===== src/rtl/i2cm_pkg.sv =====
package i2cm_pkg;
  localparam int unsigned LOW_UNITS  = 6;
  localparam int unsigned HIGH_UNITS = 4;

  typedef enum logic [3:0] {
    S_IDLE, S_DISP, S_RS_LOW, S_ST_SETUP, S_ST_HOLD,
    S_BIT_LOW, S_BIT_HIGH, S_SP_LOW, S_SP_HIGH, S_SP_FREE, S_FINISH
  } seq_state_e;
endpackage


===== src/rtl/i2cm_phase_timer.sv =====
module i2cm_phase_timer #(
  parameter int unsigned CW = 12
) (
  input  logic          clk,
  input  logic          rst_n,
  input  logic          restart,
  input  logic          en,
  input  logic [CW-1:0] limit,
  output logic          expired
);
  logic [CW-1:0] cnt;

  always_ff @(posedge clk or negedge rst_n) begin
    if (!rst_n) begin
      cnt <= '0;
    end else if (restart) begin
      cnt <= en ? CW'(1) : '0;
    end else if (en) begin
      cnt <= cnt + CW'(1);
    end
  end

  assign expired = !restart && en && (cnt == limit - CW'(1));
endmodule


===== src/rtl/i2cm_irq_status.sv =====
module i2cm_irq_status (
  input  logic clk,
  input  logic rst_n,
  input  logic set_i,
  input  logic clear_i,
  input  logic mask_i,
  output logic raw_o,
  output logic irq_o
);
  always_ff @(posedge clk or negedge rst_n) begin
    if (!rst_n)       raw_o <= 1'b0;
    else if (set_i)   raw_o <= 1'b1;
    else if (clear_i) raw_o <= 1'b0;
  end

  assign irq_o = raw_o & mask_i;
endmodule


===== src/rtl/i2c_byte_master.sv =====
module i2c_byte_master
  import i2cm_pkg::*;
#(
  parameter int unsigned TPW = 8
) (
  input  logic           clk,
  input  logic           rst_n,
  input  logic [TPW-1:0] timer_prd,
  input  logic           cmd_valid,
  output logic           cmd_ready,
  input  logic           cmd_start,
  input  logic           cmd_run,
  input  logic           cmd_stop,
  input  logic           cmd_ack,
  input  logic [6:0]     tgt_addr,
  input  logic           tgt_read,
  input  logic [7:0]     tx_byte,
  output logic [7:0]     rx_byte,
  output logic           busy,
  output logic           err,
  output logic           addr_nack,
  output logic           data_nack,
  input  logic           irq_mask,
  input  logic           irq_clear,
  output logic           irq_raw,
  output logic           irq,
  input  logic           scl_in,
  input  logic           sda_in,
  output logic           scl_oe,
  output logic           sda_oe
);
  localparam int unsigned CW = TPW + 4;

  seq_state_e st;
  logic       entered;
  logic       owned;
  logic       pend_start, pend_run, pend_stop;
  logic [6:0] addr_q;
  logic       rw_q, ack_q, is_addr;
  logic [7:0] txd_q, shreg;
  logic [3:0] bitn;
  logic       done;

  logic [CW-1:0] unit_mult, low_len, high_len, limit;
  logic          high_phase, tm_en, expired, bit_drive;

  assign unit_mult = CW'(timer_prd) + CW'(1);
  assign low_len   = CW'(2 * LOW_UNITS) * unit_mult;
  assign high_len  = CW'(2 * HIGH_UNITS) * unit_mult;

  assign high_phase = (st == S_ST_SETUP) || (st == S_ST_HOLD) || (st == S_BIT_HIGH) ||
                      (st == S_SP_HIGH) || (st == S_SP_FREE);
  assign limit = high_phase ? high_len : low_len;
  assign tm_en = high_phase ? scl_in : 1'b1;

  i2cm_phase_timer #(.CW(CW)) u_timer (
    .clk(clk), .rst_n(rst_n), .restart(entered), .en(tm_en),
    .limit(limit), .expired(expired)
  );

  assign done = (st == S_FINISH);

  i2cm_irq_status u_irq (
    .clk(clk), .rst_n(rst_n), .set_i(done), .clear_i(irq_clear),
    .mask_i(irq_mask), .raw_o(irq_raw), .irq_o(irq)
  );

  // data bits: drive when sending (address or write); 9th clock: ACK on a read byte
  assign bit_drive = (bitn < 4'd8) ? ((is_addr || !rw_q) && !shreg[7])
                                   : (!is_addr && rw_q && ack_q);

  assign cmd_ready = (st == S_IDLE);
  assign busy      = (st != S_IDLE);

  always_ff @(posedge clk or negedge rst_n) begin
    if (!rst_n) begin
      st <= S_IDLE; entered <= 1'b0; owned <= 1'b0;
      pend_start <= 1'b0; pend_run <= 1'b0; pend_stop <= 1'b0;
      addr_q <= '0; rw_q <= 1'b0; ack_q <= 1'b0; is_addr <= 1'b0;
      txd_q <= '0; shreg <= '0; bitn <= '0; rx_byte <= '0;
      err <= 1'b0; addr_nack <= 1'b0; data_nack <= 1'b0;
      scl_oe <= 1'b0; sda_oe <= 1'b0;
    end else begin
      entered <= 1'b0;
      case (st)
        S_IDLE: begin
          scl_oe <= owned;
          if (cmd_valid) begin
            pend_start <= cmd_start; pend_run <= cmd_run; pend_stop <= cmd_stop;
            if (cmd_start) begin
              addr_q <= tgt_addr; rw_q <= tgt_read;
            end
            txd_q <= tx_byte; ack_q <= cmd_ack;
            err <= 1'b0; addr_nack <= 1'b0; data_nack <= 1'b0;
            st <= S_DISP; entered <= 1'b1;
          end
        end
        S_DISP: begin
          entered <= 1'b1;
          if (pend_start) begin
            pend_start <= 1'b0;
            st <= owned ? S_RS_LOW : S_ST_SETUP;
          end else if (pend_run) begin
            pend_run <= 1'b0;
            if (!owned) begin
              err <= 1'b1; st <= S_FINISH;
            end else begin
              shreg <= rw_q ? 8'hFF : txd_q; is_addr <= 1'b0; bitn <= '0;
              st <= S_BIT_LOW;
            end
          end else if (pend_stop) begin
            pend_stop <= 1'b0;
            st <= owned ? S_SP_LOW : S_FINISH;
          end else begin
            st <= S_FINISH;
          end
        end
        S_RS_LOW: begin
          scl_oe <= 1'b1; sda_oe <= 1'b0;
          if (expired) begin
            scl_oe <= 1'b0; st <= S_ST_SETUP; entered <= 1'b1;
          end
        end
        S_ST_SETUP: begin
          sda_oe <= 1'b0;
          if (expired) begin
            sda_oe <= 1'b1; st <= S_ST_HOLD; entered <= 1'b1;
          end
        end
        S_ST_HOLD: begin
          if (expired) begin
            scl_oe <= 1'b1; owned <= 1'b1;
            shreg <= {addr_q, rw_q}; is_addr <= 1'b1; bitn <= '0;
            st <= S_BIT_LOW; entered <= 1'b1;
          end
        end
        S_BIT_LOW: begin
          sda_oe <= bit_drive;
          if (expired) begin
            scl_oe <= 1'b0; st <= S_BIT_HIGH; entered <= 1'b1;
          end
        end
        S_BIT_HIGH: begin
          if (expired) begin
            scl_oe <= 1'b1; entered <= 1'b1;
            if (bitn < 4'd8) begin
              shreg <= {shreg[6:0], sda_in};
              bitn  <= bitn + 4'd1;
              st    <= S_BIT_LOW;
            end else begin
              if (is_addr) begin
                if (sda_in) begin
                  err <= 1'b1; addr_nack <= 1'b1;
                  pend_run <= 1'b0; pend_stop <= 1'b1;
                end
              end else if (!rw_q) begin
                if (sda_in) begin
                  err <= 1'b1; data_nack <= 1'b1; pend_stop <= 1'b1;
                end
              end else begin
                rx_byte <= shreg;
              end
              st <= S_DISP;
            end
          end
        end
        S_SP_LOW: begin
          scl_oe <= 1'b1; sda_oe <= 1'b1;
          if (expired) begin
            scl_oe <= 1'b0; st <= S_SP_HIGH; entered <= 1'b1;
          end
        end
        S_SP_HIGH: begin
          if (expired) begin
            sda_oe <= 1'b0; st <= S_SP_FREE; entered <= 1'b1;
          end
        end
        S_SP_FREE: begin
          if (expired) begin
            owned <= 1'b0; st <= S_FINISH; entered <= 1'b1;
          end
        end
        S_FINISH: begin
          st <= S_IDLE; entered <= 1'b1;
        end
        default: st <= S_IDLE;
      endcase
    end
  end
endmodule


===== config.mk =====
export PLATFORM = sky130hd
export DESIGN_NAME = i2c_byte_master
export DESIGN_NICKNAME = d
export VERILOG_FILES = /design/src/rtl/i2cm_pkg.sv /design/src/rtl/i2cm_phase_timer.sv /design/src/rtl/i2cm_irq_status.sv /design/src/rtl/i2c_byte_master.sv
export SDC_FILE = /design/constraint.sdc
export NUM_CORES = 1
export LEC_CHECK = 0
export ABC_AREA = 1
export CAP_MARGIN = 10
export CORE_ASPECT_RATIO = 0.5
export CORE_MARGIN = 8
export CORE_UTILIZATION = 35
export DETAILED_ROUTE_END_ITERATION = 10
export PLACE_DENSITY = 0.56
export SKIP_CTS_REPAIR_TIMING = 1
export SLEW_MARGIN = 20
export SYNTH_ARGS = -nofsm -noshare
export SYNTH_HDL_FRONTEND = slang
export SYNTH_SLANG_ARGS = --single-unit

===== constraint.sdc =====
create_clock -name clk -period 4.6 [get_ports clk]
set_input_delay 0.92 -clock clk [delete_from_list [all_inputs] [get_ports clk]]
set_output_delay 0.92 -clock clk [all_outputs]
set_load 0.03 [all_outputs]

# Word level (Yosys, flattened, before mapping)
# Index checks and enable logic that the tools add are counted.
# word_totals
ram_bits	0
reg_bits	65
latchBits	0
in_bits	35
romBits	0
elab_cells	199
n_memories	0
out_inout_bits	17
# classes
n_shift	0
n_bitwise	3
n_eq_ne	33
n_addsub	4
order_cmp	1
n_mul	1
mux	91
n_reduce_logical	45
n_div	0
# ops
operator	n
2-to-1 mux 4 bit	20
2-to-1 mux 8 bit	7
2-to-1 mux 1 bit	46
one-hot mux 4 bit (10 select lines)	1
inequality test 2 bit (second input constant)	19
2-to-1 mux 12 bit	3
AND reduction 7 bit	4
one-hot mux 8 bit (3 select lines)	1
equality test 4 x 3 -> 1 bit (second input constant)	4
adder 12 x 1 -> 12 bit (second input constant)	1
equality test 12 bit	1
equality test 4 bit (second input constant)	3
one-hot mux 1 bit (3 select lines)	4
one-hot mux 4 bit (3 select lines)	1
nonzero test 2 bit	6
subtractor 12 x 1 -> 12 bit (second input constant)	1
multiplier 2 x 9 -> 10 bit (first input constant)	1
one-hot mux 1 bit (2 select lines)	5
AND reduction 5 bit	2
adder 8 x 1 -> 9 bit (second input constant)	1
AND reduction 3 bit	3
AND reduction 9 bit	1
equality test 4 x 2 -> 1 bit (second input constant)	2
AND reduction 8 bit	1
21 further kinds	40

# Logic depth before layout (Yosys ltp)
# logic_depth
depth_word	11
mapped_depth	29

# Cells and area by module
# A second synthesis with hierarchy kept.
# unflattened
cells_unflattened	633
hier_area_um2	4513.1
# modules_own_cells
mod	cells_per_inst	area_each_um2	seq_area_each_um2	instances
i2c_byte_master	448	3383.2	1301.2	1
i2cm_phase_timer	178	1082.3	300.3	1
i2cm_irq_status	7	47.5	25.0	1

# Worst setup path after synthesis
# Ideal clock, no wire load.
# synth_timing
path_type	input port to flip-flop
start	in timer_prd[0]
end	reg bitn[0]
setup_time_ns	0.120
stages	24
setup_slack_ns	0.848
n_path_buf	1
arrival_ns	3.632
path_cell_list	ha_1 nand2_1 nor2_1 inv_1 nand2_1 inv_1 ha_1 a21oi_1 nand3b_1 nand3_2 nand2_1 nor2_4 nand3_2 nand2_1 nand2_1 nand2_1 nand2_1 nor2_2 nand3_4 nand3_2 nand2_1 buf_6 o21bai_2 nand2_1
# synth_via
elab_chain_len	8
# synth_lines
element	line_no	source
start, declared	i2c_byte_master.sv:8	input logic [TPW-1:0] timer_prd,
adder 8 x 1 -> 9 bit *	i2c_byte_master.sv:47	assign unit_mult = CW'(timer_prd) + CW'(1);
multiplier 2 x 9 -> 10 bit	i2c_byte_master.sv:48	assign low_len = CW'(2 * LOW_UNITS) * unit_mult;
2-to-1 mux 12 bit *	i2c_byte_master.sv:53	assign limit = high_phase ? high_len : low_len;
subtractor 12 x 1 -> 12 bit *	i2cm_phase_timer.sv:23	assign expired = !restart && en && (cnt == limit - CW'(1));
equality test 12 bit *	i2cm_phase_timer.sv:23	
logical AND 1 bit *	i2cm_phase_timer.sv:23	
inequality test 2 bit (no line)	n/a	
AND reduction 7 bit (no line) *	n/a	
end signal, assigned	i2c_byte_master.sv:148	bitn <= bitn + 4'd1;
end, declared	i2c_byte_master.sv:41	logic [3:0] bitn;
# Mark *: on every way between the ends. The rest lies on a longest branch, timed or not.
# A chain may end at the register's enable or synchronous reset.

# Worst setup path in the final report
# layout_timing
start	in timer_prd[1]
end	reg pend_stop
# layout_via
elab_chain_len	8
# layout_lines
element	line_no	source
adder 8 x 1 -> 9 bit *	i2c_byte_master.sv:47	
multiplier 2 x 9 -> 10 bit	i2c_byte_master.sv:48	
2-to-1 mux 12 bit *	i2c_byte_master.sv:53	
subtractor 12 x 1 -> 12 bit *	i2cm_phase_timer.sv:23	
equality test 12 bit *	i2cm_phase_timer.sv:23	
logical AND 1 bit *	i2cm_phase_timer.sv:23	
inequality test 2 bit (no line) *	n/a	
AND reduction 7 bit (no line) *	n/a	
end signal, assigned	i2c_byte_master.sv:89	pend_start <= cmd_start; pend_run <= cmd_run; pend_stop <= cmd_stop;
end, declared	i2c_byte_master.sv:37	logic pend_start, pend_run, pend_stop;
# Marks and branches as above.

==> results_dict.tcl <==
set metrics [dict create \
    met3_usage_pct 2.40 \
    ys_warn_count 0 \
    antenna_cells 0 \
    port_buffers 51 \
    syn_area_per_cell_sq_um 7.05 \
    fp.dieArea_sq_um 17100 \
    top_usage_layer "met2" \
    placed_area_sq_um 5310 \
    reg2reg_slack_ps 1380 \
    layout.cells.non_filler 886 \
    timing_hold_violations_final 0 \
    use_met2_pct 22.9 \
    place_hpwl_microns 8830 \
    wl_microns 11700 \
    met1_usage_pct 18.8 \
    cts_buffers 9 \
    crit_buf_inv 6 \
    hold_depth 2 \
    power_density_nw_per_um2 559 \
    worstPathMaxFanout 9 \
    ys_seq_area_share_pct 35.8 \
    place_ws_ps -101 \
    crit_path_start "timer_prd[1]" \
    timing.final.crit_period_ps 4180 \
    start_util_pct 35.8 \
    slew_headroom_pct 35.5 \
    cpMostUsedCell "nand2_1" \
    multi_input_comb_area_sq_um 2550 \
    outcome "complete, no violations" \
    arrival_ps 4390 \
    grt_max_degree 36 \
    htreeDepth 3 \
    wl_per_cell_microns 13.2 \
    path_class "in2reg" \
    globalplace.congestion 0.865 \
    critical-path-max-stage-delay_ps 520 \
    reg2reg_depth 19 \
    cts_tree "yes" \
    first_global_vias 4211 \
    seq_area_sq_um 1630 \
    yosys-top-cells-count "211 x nand2_1, 77 x inv_1, 65 x dfrtp_1" \
    start_kind "input port" \
    p_seq_share_pct 27.8 \
    syn_nets 690 \
    rsz0062_at_grt "false" \
    drive_gt1_share_pct 12.2 \
    final_antenna_net_count 0 \
    drt_iter0_drc 294 \
    grt_usage_pct 14.1 \
    cap_violations 0 \
    syn_area_sq_um 4540 \
    cp.required_ps 4820 \
    r2r-end "pend_stop" \
    ir_drop_mv 0.197 \
    clock_sinks 65 \
    crit_path_end_kind "flop" \
    core-area_sq_um 12700 \
    setup_viol 0 \
    cts_root_buffer "clkbuf_16" \
    netlist.area_leader.share_pct 35.8 \
    synth-edff-count 0 \
    synth-async-reset-ratio_pct 100 \
    power_frac_clock_pct 23.0 \
    p_leak_nw 2.76 \
    power.internal_mw 1.82 \
    fin_util_pct 44.9 \
    power.switching_mw 1.36 \
    synthMostInstantiatedCell "nand2_1" \
    swShare_pct 42.8 \
    ios 52 \
    p_comb_share_pct 49.2 \
    synth_area_leader_cell "dfrtp_1" \
    ys_ff_latch 65 \
    die_height_microns 96.5 \
    clk_pin_slew_ps 50 \
    die_w_microns 177 \
    cts_max_path_buffers 2 \
    design_area_sq_um 5690 \
    via_per_inst 4.89 \
    insertion_delay_ps 330 \
    first_pass_iters 5 \
    drc 0 \
    grt_pass1_wl_microns 19800 \
    skew_ps 5.91 \
    r2r_start "st[0]" \
    nNetsFinal 758 \
    nFillCells 1295 \
    synth_ff_type "dfrtp_1" \
    synth_area_leaders "dfrtp_1 36%, nand2_1 17%, inv_1 6.4%, nand3_1 5.1%, o21ai_0 3.9%" \
    gr-total-overflow 0 \
    netlist_instances 644 \
    dp.cells 869 \
    fin_ws_ps 421 \
    critPathSlowestCell "clkdlybuf4s50_1" \
    finalMaxSlewViolations 0 \
    min_period_over_period_pct 90.9 \
    min_to "txd_q[1]" \
    total_power_mw 3.18 \
    antenna_found_initial 0 \
    route.vias.total 4333 \
    syn_to_final_growth_pct 25.3 \
    worst_pin_slew_ps 964 \
    hp-start "txd_q[1]" \
    crit_family "simple AND/OR/NAND/NOR gates" \
    synth.distinct_cells 42 \
    rows 29 \
    fmax_ghz 0.239 \
    hold_path.class "reg2reg" \
]
-- stage by stage --
step,TNS [ps],hold WS [ps]
global route,0,494
CTS,0,470
detailed placement,-1330,456
global placement,0,449
floorplan,0,437
finish,0,467
-- worst max-delay path by stage --
stage	slack, ps	cells after the start	to
final	420	28	pend_stop
after detailed placement	-100	25	pend_stop
after floorplan	850	24	bitn[0]
after global routing	30	28	shreg[5]
after global placement	20	25	err
after CTS	220	25	pend_stop
-- tightest hold or removal path: cells and delay by family, from the launching register on --
kind	cells	cell delay, ps
DFF	1	340
and+or+nand+nor	2	90
-- power by group through the flow --
stage                     Sequential, mW  Combinational, mW  Clock [mW]
after floorplan                    0.874               1.16           0
after global placement             0.886               1.54           0
after detailed placement           0.893               1.55           0
after CTS                          0.884               1.56       0.743
after global routing               0.909               1.78       0.766
final                              0.884               1.56       0.731
-- area by class of cell --
class	count	area share, %
sequential	65	28.6
inverter	88	5.85
clock buffer	12	4.34
clock inverter	3	1.14
tap	170	3.74
multi-input combinational	480	44.9
timing repair buffer	68	11.4
-- sequential cells by signal, summed over array words and instances (netlist names), 4 cells and up --
register and flops:
txd_q 8, addr_q 7, rx_byte 8, u_timer.cnt 12, st 4, shreg 8
bitn 4
-- placed cells by master (no fill, tap or decap), types with 9 or more instances in the layout --
master	instances
o21ai_1	12
nand2_1	211
nor2_1	46
o21bai_2	11
nand4_1	23
o21ai_0	35
nand2_2	9
inv_1	77
dfrtp_1	65
buf_4	16
nand3_1	46
clkbuf_16	9
clkdlybuf4s50_1	49
a21oi_1	9
-- cells by family after synthesis --
| logic type | share of synthesized area [%] |
|---|---|
| compound gates | 13.4 |
| xor+xnor | 1.16 |
| fa+ha+maj | 3.20 |
| buf+inv | 9.15 |
| flops | 35.8 |
| mux | 1.99 |
| simple gates | 35.2 |
-- layer usage --
metal,part of all wire (%),routed length [microns]
met2,44,5120
met5,0,0
met1,51,5990
met4,1.3,153
met3,3.5,414
Note: power is estimated with default switching activity, not from simulation.
